`src/rtl/adc_pkg.sv`:
```
package adc_pkg;
    localparam int NUM_SIZES = 4;
    localparam int SIZE_W    = 2;

    typedef enum logic [SIZE_W-1:0] {
        SZ_8  = 2'd0,
        SZ_16 = 2'd1,
        SZ_32 = 2'd2,
        SZ_64 = 2'd3
    } size_e;

    typedef enum logic {
        ST_IDLE = 1'b0,
        ST_EMIT = 1'b1
    } state_e;

    typedef struct packed {
        logic cf;
        logic of;
        logic sf;
        logic zf;
        logic af;
        logic pf;
    } flags_t;
endpackage

```
`src/rtl/adc_lane_adder.sv`:
```
module adc_lane_adder
    import adc_pkg::*;
#(
    parameter int DATA_W = 64
) (
    input  logic [DATA_W-1:0]                 op_a,
    input  logic [DATA_W-1:0]                 op_b,
    input  logic                              cin,
    output logic [NUM_SIZES-1:0][DATA_W-1:0]  lane_sum,
    output logic [NUM_SIZES-1:0]              lane_cout,
    output logic [NUM_SIZES-1:0]              lane_ovf
);
    // One adder per operand width; each lane has its own top-bit carry.
    for (genvar i = 0; i < NUM_SIZES; i++) begin : g_lane
        localparam int W = 8 << i;
        logic [W:0] raw;
        always_comb begin
            raw = {1'b0, op_a[W-1:0]} + {1'b0, op_b[W-1:0]} + {{W{1'b0}}, cin};
            lane_sum[i]  = DATA_W'(raw[W-1:0]);
            lane_cout[i] = raw[W];
            lane_ovf[i]  = (op_a[W-1] == op_b[W-1]) && (raw[W-1] != op_a[W-1]);
        end
    end
endmodule

```
`src/rtl/adc_flag_gen.sv`:
```
module adc_flag_gen
    import adc_pkg::*;
#(
    parameter int DATA_W = 64
) (
    input  size_e              sel,
    input  logic [DATA_W-1:0]  res,
    input  logic               a_bit4,
    input  logic               b_bit4,
    input  logic               cout,
    input  logic               ovf,
    output flags_t             flags
);
    logic msb;

    always_comb begin
        unique case (sel)
            SZ_8:    msb = res[7];
            SZ_16:   msb = res[15];
            SZ_32:   msb = res[31];
            default: msb = res[DATA_W-1];
        endcase
        flags.cf = cout;
        flags.of = ovf;
        flags.sf = msb;
        flags.zf = (res == '0);
        // Bit 4 of the sum is a4 ^ b4 ^ (carry into bit 4).
        flags.af = a_bit4 ^ b_bit4 ^ res[4];
        flags.pf = ~^res[7:0];
    end
endmodule

```
`src/rtl/adc_wb_merge.sv`:
```
module adc_wb_merge
    import adc_pkg::*;
#(
    parameter int DATA_W = 64
) (
    input  size_e              sel,
    input  logic [DATA_W-1:0]  old_val,
    input  logic [DATA_W-1:0]  res,
    output logic [DATA_W-1:0]  merged
);
    always_comb begin
        unique case (sel)
            SZ_8:    merged = {old_val[DATA_W-1:8],  res[7:0]};
            SZ_16:   merged = {old_val[DATA_W-1:16], res[15:0]};
            SZ_32:   merged = {{(DATA_W-32){1'b0}},  res[31:0]};
            default: merged = res;
        endcase
    end
endmodule

```
`src/rtl/adc_alu.sv`:
```
module adc_alu
    import adc_pkg::*;
#(
    parameter int DATA_W = 64
) (
    input  logic               clk,
    input  logic               rst_n,
    input  logic               start,
    input  logic [1:0]         size,
    input  logic [DATA_W-1:0]  dest_old,
    input  logic [DATA_W-1:0]  src,
    input  logic               carry_in,
    output logic [DATA_W-1:0]  wb_value,
    output logic               flag_cf,
    output logic               flag_of,
    output logic               flag_sf,
    output logic               flag_zf,
    output logic               flag_af,
    output logic               flag_pf,
    output logic               valid
);
    size_e                             sel;
    logic [NUM_SIZES-1:0][DATA_W-1:0]  lane_sum;
    logic [NUM_SIZES-1:0]              lane_cout;
    logic [NUM_SIZES-1:0]              lane_ovf;
    logic [DATA_W-1:0]                 res_sel;
    flags_t                            flags_d;
    flags_t                            flags_q;
    logic [DATA_W-1:0]                 merged_d;
    logic [DATA_W-1:0]                 wb_q;
    state_e                            state_q;
    state_e                            state_d;

    assign sel = size_e'(size);

    adc_lane_adder #(.DATA_W(DATA_W)) u_lanes (
        .op_a      (dest_old),
        .op_b      (src),
        .cin       (carry_in),
        .lane_sum  (lane_sum),
        .lane_cout (lane_cout),
        .lane_ovf  (lane_ovf)
    );

    assign res_sel = lane_sum[sel];

    adc_flag_gen #(.DATA_W(DATA_W)) u_flags (
        .sel    (sel),
        .res    (res_sel),
        .a_bit4 (dest_old[4]),
        .b_bit4 (src[4]),
        .cout   (lane_cout[sel]),
        .ovf    (lane_ovf[sel]),
        .flags  (flags_d)
    );

    adc_wb_merge #(.DATA_W(DATA_W)) u_merge (
        .sel     (sel),
        .old_val (dest_old),
        .res     (res_sel),
        .merged  (merged_d)
    );

    // Next-state logic: T_LAUNCH / T_CHAIN on start, T_RETIRE otherwise.
    always_comb begin
        unique case (state_q)
            ST_IDLE: state_d = start ? ST_EMIT : ST_IDLE;
            ST_EMIT: state_d = start ? ST_EMIT : ST_IDLE;
            default: state_d = ST_IDLE;
        endcase
    end

    // State register.
    always_ff @(posedge clk or negedge rst_n) begin
        if (!rst_n) state_q <= ST_IDLE;
        else        state_q <= state_d;
    end

    // Output registers: loaded only when an operation is launched.
    always_ff @(posedge clk or negedge rst_n) begin
        if (!rst_n) begin
            wb_q    <= '0;
            flags_q <= '0;
        end else if (start) begin
            wb_q    <= merged_d;
            flags_q <= flags_d;
        end
    end

    assign valid    = (state_q == ST_EMIT);
    assign wb_value = wb_q;
    assign flag_cf  = flags_q.cf;
    assign flag_of  = flags_q.of;
    assign flag_sf  = flags_q.sf;
    assign flag_zf  = flags_q.zf;
    assign flag_af  = flags_q.af;
    assign flag_pf  = flags_q.pf;

    p_valid_follows_start_r11: assert property (@(posedge clk) disable iff (!rst_n)
        start |=> valid);
    p_no_spurious_valid_r11: assert property (@(posedge clk) disable iff (!rst_n)
        !start |=> !valid);
    p_hold_when_idle_r11: assert property (@(posedge clk) disable iff (!rst_n)
        !start |=> $stable(wb_value) && $stable(flag_cf) && $stable(flag_zf));
    p_clear_upper_r9: assert property (@(posedge clk) disable iff (!rst_n)
        (start && size == 2'd2) |=> wb_value[DATA_W-1:32] == '0);
    p_keep_upper_r8: assert property (@(posedge clk) disable iff (!rst_n)
        (start && size == 2'd0) |=> wb_value[DATA_W-1:8] == $past(dest_old[DATA_W-1:8]));
    p_sign_byte_r4: assert property (@(posedge clk) disable iff (!rst_n)
        (start && size == 2'd0) |=> flag_sf == wb_value[7]);
    p_zero_byte_r5: assert property (@(posedge clk) disable iff (!rst_n)
        (start && size == 2'd0) |=> flag_zf == (wb_value[7:0] == 8'h00));
    p_parity_r7: assert property (@(posedge clk) disable iff (!rst_n)
        start |=> flag_pf == ~^wb_value[7:0]);
endmodule

```
`config.mk`:
```
export PLATFORM = sky130hd
export DESIGN_NAME = adc_alu
export DESIGN_NICKNAME = d
export VERILOG_FILES = /design/src/rtl/adc_pkg.sv /design/src/rtl/adc_lane_adder.sv /design/src/rtl/adc_flag_gen.sv /design/src/rtl/adc_wb_merge.sv /design/src/rtl/adc_alu.sv
export SDC_FILE = /design/constraint.sdc
export NUM_CORES = 1
export LEC_CHECK = 0
export BUFFER_PORTS_ARGS = -buffer_cell sky130_fd_sc_hd__buf_2
export CELL_PAD_IN_SITES_DETAIL_PLACEMENT = 1
export CELL_PAD_IN_SITES_GLOBAL_PLACEMENT = 2
export CORE_MARGIN = 2
export CORE_UTILIZATION = 33
export DETAILED_ROUTE_END_ITERATION = 10
export PLACE_DENSITY_LB_ADDON = 0.1
export SKIP_LAST_GASP = 1
export SLEW_MARGIN = 20
export SYNTH_ARGS = -nofsm -noshare
export SYNTH_HDL_FRONTEND = slang
export SYNTH_SLANG_ARGS = --single-unit
export TNS_END_PERCENT = 50
```
`constraint.sdc`:
```
create_clock -name clk -period 1.4 [get_ports clk]
set_input_delay 0.28 -clock clk [delete_from_list [all_inputs] [get_ports clk]]
set_output_delay 0.28 -clock clk [all_outputs]
set_load 0.01 [all_outputs]
```
# After elaboration in Yosys (flattened, before gate mapping)
# Cells that the tools add are included.
[totals]
output_inout_bits = 71
inputBits = 134
ff_bits = 71
[classes]
muxes = 9
add_sub_neg = 8
order_cmp = 1
bitwise_logic = 2
n_eq_ne = 10
n_reduce_logical = 7
[ops]
columns = ["operator", "n"]
rows = [
  ["$pmux W64 S3", 1],
  ["$bmux W64 S2", 1],
  ["$add A64 B64 Y65", 1],
  ["$add A65 B1 Y65", 1],
  ["$logic_not A64 Y1", 1],
  ["$mux W64", 1],
  ["$add A32 B32 Y33", 1],
  ["$add A33 B1 Y33", 1],
  ["$add A16 B16 Y17", 1],
  ["$add A17 B1 Y17", 1],
  ["$add A8 B8 Y9", 1],
  ["$add A9 B1 Y9", 1],
  ["$reduce_xnor A8 Y1", 1],
  ["$bmux W1 S2", 2],
  ["$eq A1 B1 Y1", 4],
  ["$logic_and A1 B1 Y1", 4],
  ["$ne A1 B1 Y1", 4],
  ["$lt A2 B3 Y1 const B", 1],
  ["$mux W1", 3],
  ["$pmux W1 S3", 1],
  ["$eq A2 B1 Y1 const B", 1],
  ["$eq A2 B2 Y1 const B", 1],
  ["$logic_not A2 Y1", 1],
  ["$xor A1 B1 Y1", 2],
]

# Longest topological paths before layout
[logic_depth]
word_depth = 6
ltp_mapped = 16
mapped_depth_nobuf = 16

# By module
# A second synthesis with hierarchy kept.
[hier_totals]
hier_cells = 1127
area_unflattened_um2 = 10721.5
[modules_own_cells]
columns = ["mod", "seq_area_each_um2", "area_each_um2", "instances", "cells_each"]
rows = [
  ["adc_lane_adder", 0.0, 5486.5, 1, 779],
  ["adc_alu", 1776.7, 4194.0, 1, 229],
  ["adc_wb_merge", 0.0, 708.2, 1, 76],
  ["adc_flag_gen", 0.0, 332.8, 1, 43],
]

# Worst setup path after synthesis
# OpenSTA, ideal clock, no wires.
[synth_path]
path_type = "input to register"
startpoint = "in src[0]"
endpoint = "reg flags_q (netlist bit flag_zf)"
arrival_time_ns = 3.469
n_path_buf = 0
cell_stages = 13
setup_ns = 0.101
required_ns = 1.299
setup_slack_ns = -2.170
cell_sequence = "fa_1 -> fa_1 -> a211oi_1 -> o211ai_1 -> a22oi_1 -> o22a_1 -> and2b_1 -> xor2_1 -> nand2_1 -> or4_1 -> o41ai_2 -> nand4_1 -> o32ai_1"
[synth_via]
elab_chain_len = 5
elab_cells_between_ends = 11
classes_between = "add/sub: 8; mux: 2; reduce/logical: 1"
[synth_rtl]
columns = ["item", "line", "rtl"]
rows = [
  ["start: declaration", "adc_alu.sv:11", "input logic [DATA_W-1:0] src,"],
  ["$add A64 B64 Y65 (tied with other cells)", "adc_lane_adder.sv:18", "raw = {1'b0, op_a[W-1:0]} + {1'b0, op_b[W-1:0]} + {{W{1'b0}}, cin};"],
  ["$add A65 B1 Y65 (tied with other cells)", "adc_lane_adder.sv:18", ""],
  ["$bmux W64 S2 *", "adc_alu.sv:45", "assign res_sel = lane_sum[sel];"],
  ["$mux W64 (not written as such) *", "adc_alu.sv:45", ""],
  ["$logic_not A64 Y1 *", "adc_flag_gen.sv:26", "flags.zf = (res == '0);"],
  ["end signal: assignment", "adc_alu.sv:86", "flags_q <= flags_d;"],
  ["end: declaration", "adc_alu.sv:28", "flags_t flags_q;"],
]
# Mark *: on every way between the ends. The rest lies on a longest branch, timed or not. The select of a mux whose other input is x is not followed.
# A chain may end at the register's enable or synchronous reset.

# Worst setup path after layout
# Same ends and word-level chain as after synthesis.

==> results_dict.tcl <==
set metrics [dict create \
    clock_latency_ps 360 \
    clock.fmax_ghz 0.2885 \
    wl_per_cell_um 21.20 \
    finalMaxSlewViolations 0 \
    start_util_pct 33.60 \
    vias 10590 \
    fin_nets 1817 \
    cts.sinks 71 \
    peakVddDrop_uv 505.3 \
    cp-start-kind "input pin" \
    p_per_area_nw_per_um2 883.9 \
    htree_levels 3 \
    combPwrFrac_pct 54.7 \
    ys_async_sr_fraction_pct 100.0 \
    rsz0062_at_grt "yes" \
    numCtsBuffers 9 \
    dr.pass1.iters 5 \
    dp.cells 1870 \
    die-width_um 158.6 \
    synth_area_leaders "dfrtp_1 (23%), ha_1 (11%), a21oi_1 (7.8%), nor2_1 (5.4%), nand2_1 (5.1%)" \
    r2r-end "flag_cf" \
    io_pins 205 \
    dieArea_um2 25150 \
    clock_tree.buffer_depth 2 \
    max_cap_viol_count 0 \
    fin_ws_ps -2066 \
    r2r_start "flag_cf" \
    final_cells 1938 \
    path_max_fanout 5 \
    coreArea_um2 23470 \
    synth_edf_count 0 \
    intPower_mw 7.684 \
    min_period_ps 3466 \
    seq_area_frac_synth_pct 22.53 \
    path_class "input pin to flip-flop" \
    fin_crit_sh_pct 247.5 \
    clock-root-buffer "clkbuf_16" \
    grt_pass1_wl_um 58990 \
    wirelength_um 41080 \
    crit_start "src[0]" \
    grt_pass1_vias 10980 \
    end_kind "flip-flop" \
    antenna_found_initial 0 \
    cts_tree "yes" \
    p_seq_share_pct 20.3 \
    postSynthCellCount 1015 \
    die_y_um 158.6 \
    swShare_pct 38.50 \
    arrival_ps 3730 \
    vias_per_cell 5.464 \
    skew_ps 0 \
    syn-mean-instance-area_um2 7.771 \
    outcome "complete, but fails checks" \
    antenna_left 0 \
    grt_max_degree 60 \
    max_slew_margin_pct 53.72 \
    grt_remaining_overflow 0 \
    holdWs_ps 191.5 \
    clkPwrFrac_pct 25.0 \
    crit_end "flag_zf" \
    io_buffer_count 204 \
    drt_iter0_markers 532 \
    power.leakage_nw 6.504 \
    path_clk_slew_ps 70 \
    synth_area_leader_cell "dfrtp_1" \
    power_mw 12.49 \
    critPathRequiredTime_ps 1670 \
    ys_types 91 \
    diodes 0 \
    drcViolationCount 0 \
    switchingPower_mw 4.810 \
    synth_area_um2 7888 \
    synth_top_flop_cell "dfrtp_1" \
    final_util_pct 60.22 \
    ys_warn_count 0 \
    hpwl_um 30670 \
    grt_usage_pct 30.59 \
    tightestPinTransition_ps 694.2 \
    violations "negative setup slack" \
    yosys.area.top_type_share_pct 22.53 \
    place_congestion 0.9202 \
    hold_viol 0 \
    drive_gt1_share_pct 52.13 \
    postLayoutCellArea_um2 14130 \
    hold_class "input pin to flip-flop" \
    syn-num-nets 1218 \
    area_growth_pct 79.20 \
    synth-seq-cells 71 \
    r2r.worst_path.cells 1 \
    fp-row-count 56 \
    setup_violations 68 \
    dp_slack_ps -2666 \
    nFillCells 2882 \
    r2r_slack_ps 590 \
    dpl-instance-area_um2 12120 \
    tns_ps -82290 \
]
power groups by stage:
| stage | clock network [mW] | logic, mW | registers [mW] |
|---|---|---|---|
| 2_1_floorplan | 0 | 2.56 | 2.71 |
| 3_3_place_gp | 0 | 5.69 | 2.56 |
| 3_5_place_dp | 0 | 5.80 | 2.57 |
| 4_1_cts | 3.16 | 6.29 | 2.54 |
| 5_1_grt | 3.21 | 7.33 | 2.57 |
| 6_report | 3.12 | 6.84 | 2.54 |
how the worst min path moves through the flow:
stage,startpoint,endpoint,cells after the start
CTS,dest_old[41],wb_value[41],3
global placement,rst_n,wb_value[37],1
global route,dest_old[48],wb_value[48],3
detailed placement,rst_n,wb_value[40],1
finish,dest_old[41],wb_value[41],3
floorplan,rst_n,flag_af,0
sequential cells by signal, indices dropped and copies added, names as in the netlist:
register / flops
flag_zf: 1
wb_value: 64
flag_pf: 1
flag_af: 1
flag_of: 1
valid: 1
flag_cf: 1
flag_sf: 1
cells by family (layout without fill, tap and decap cells):
kind of cell,Yosys count,in the layout,share of synthesized area (%)
DFF,71,71,22.53
AOI/OAI and AO/OA,369,369,31.06
muxes,23,23,2.998
buffers and inverters,76,680,4.680
adders and majority gates,69,69,11.14
and+or+nand+nor,349,349,21.16
xor gates and xnor gates,58,58,6.440
area by class of cell:
cell class / count / area (µm²) / area share (%)
inverters: 18 / 67.56 / 0.4780
repair buffers: 646 / 4611 / 32.62
clock buffers: 9 / 225.2 / 1.593
multi-input cells: 868 / 6904 / 48.84
well taps: 319 / 399.1 / 2.824
flip-flops and latches: 71 / 1777 / 12.57
clock inverters: 7 / 151.4 / 1.071
worst max-delay path, cell delays in order:
cell	delay [ps]
buf_6	90
fa_2	410
fa_2	360
a211oi_2	240
buf_4	170
o21ai_4	70
buf_6	150
nand3_2	60
nor3b_4	210
nand2b_1	150
a221o_1	330
o41ai_2	370
buf_4	170
nand3_1	60
and4b_1	270
nand4_1	130
o32ai_2	210
metal layers:
layer | vias to the layer above | share of wire [%] | GRT usage, %
met5 | - | 0 | 0
met4 | 0 | 3.3 | 12.40
met3 | 96 | 3.7 | 4.110
met1 | 5192 | 41 | 36.30
li1 | 4994 | - | -
met2 | 308 | 52 | 55.37
Yosys cell counts (all sizes together) (8+ instances only):
| cell type | count |
|---|---|
| clkbuf | 36 |
| a211oi | 13 |
| a21oi | 130 |
| mux2i | 18 |
| dfrtp | 71 |
| and4 | 8 |
| o21a | 15 |
| a21o | 21 |
| ha | 67 |
| o21ai | 71 |
| nand3 | 14 |
| and3 | 12 |
| nor3 | 14 |
| nor2 | 115 |
| nand4 | 31 |
| buf | 22 |
| inv | 16 |
| xor2 | 22 |
| a221oi | 15 |
| o211ai | 14 |
| a22oi | 11 |
| a31oi | 21 |
| xnor2 | 36 |
| nand2 | 109 |
| and2 | 8 |
layout by cell type, fill, tap and decap left out, drive strengths merged, types with 21 or more instances in the layout:
cell,n
nor2,115
a31oi,21
dfrtp,71
a21oi,130
nand2,109
ha,67
xnor2,36
xor2,22
buf,645
nand4,31
a21o,21
o21ai,71
what timing repair did:
action                                  in CTS  in global routing
buffers inserted                            39                 37
resized for setup                          128                112
gates cloned                                 0                  0
endpoints found under the setup margin      68                 68
hold buffers                                 1                  0
hold endpoints to repair                    12                  0
pin swaps                                   71                 99
No activity file was read; power rests on OpenSTA's default activity.
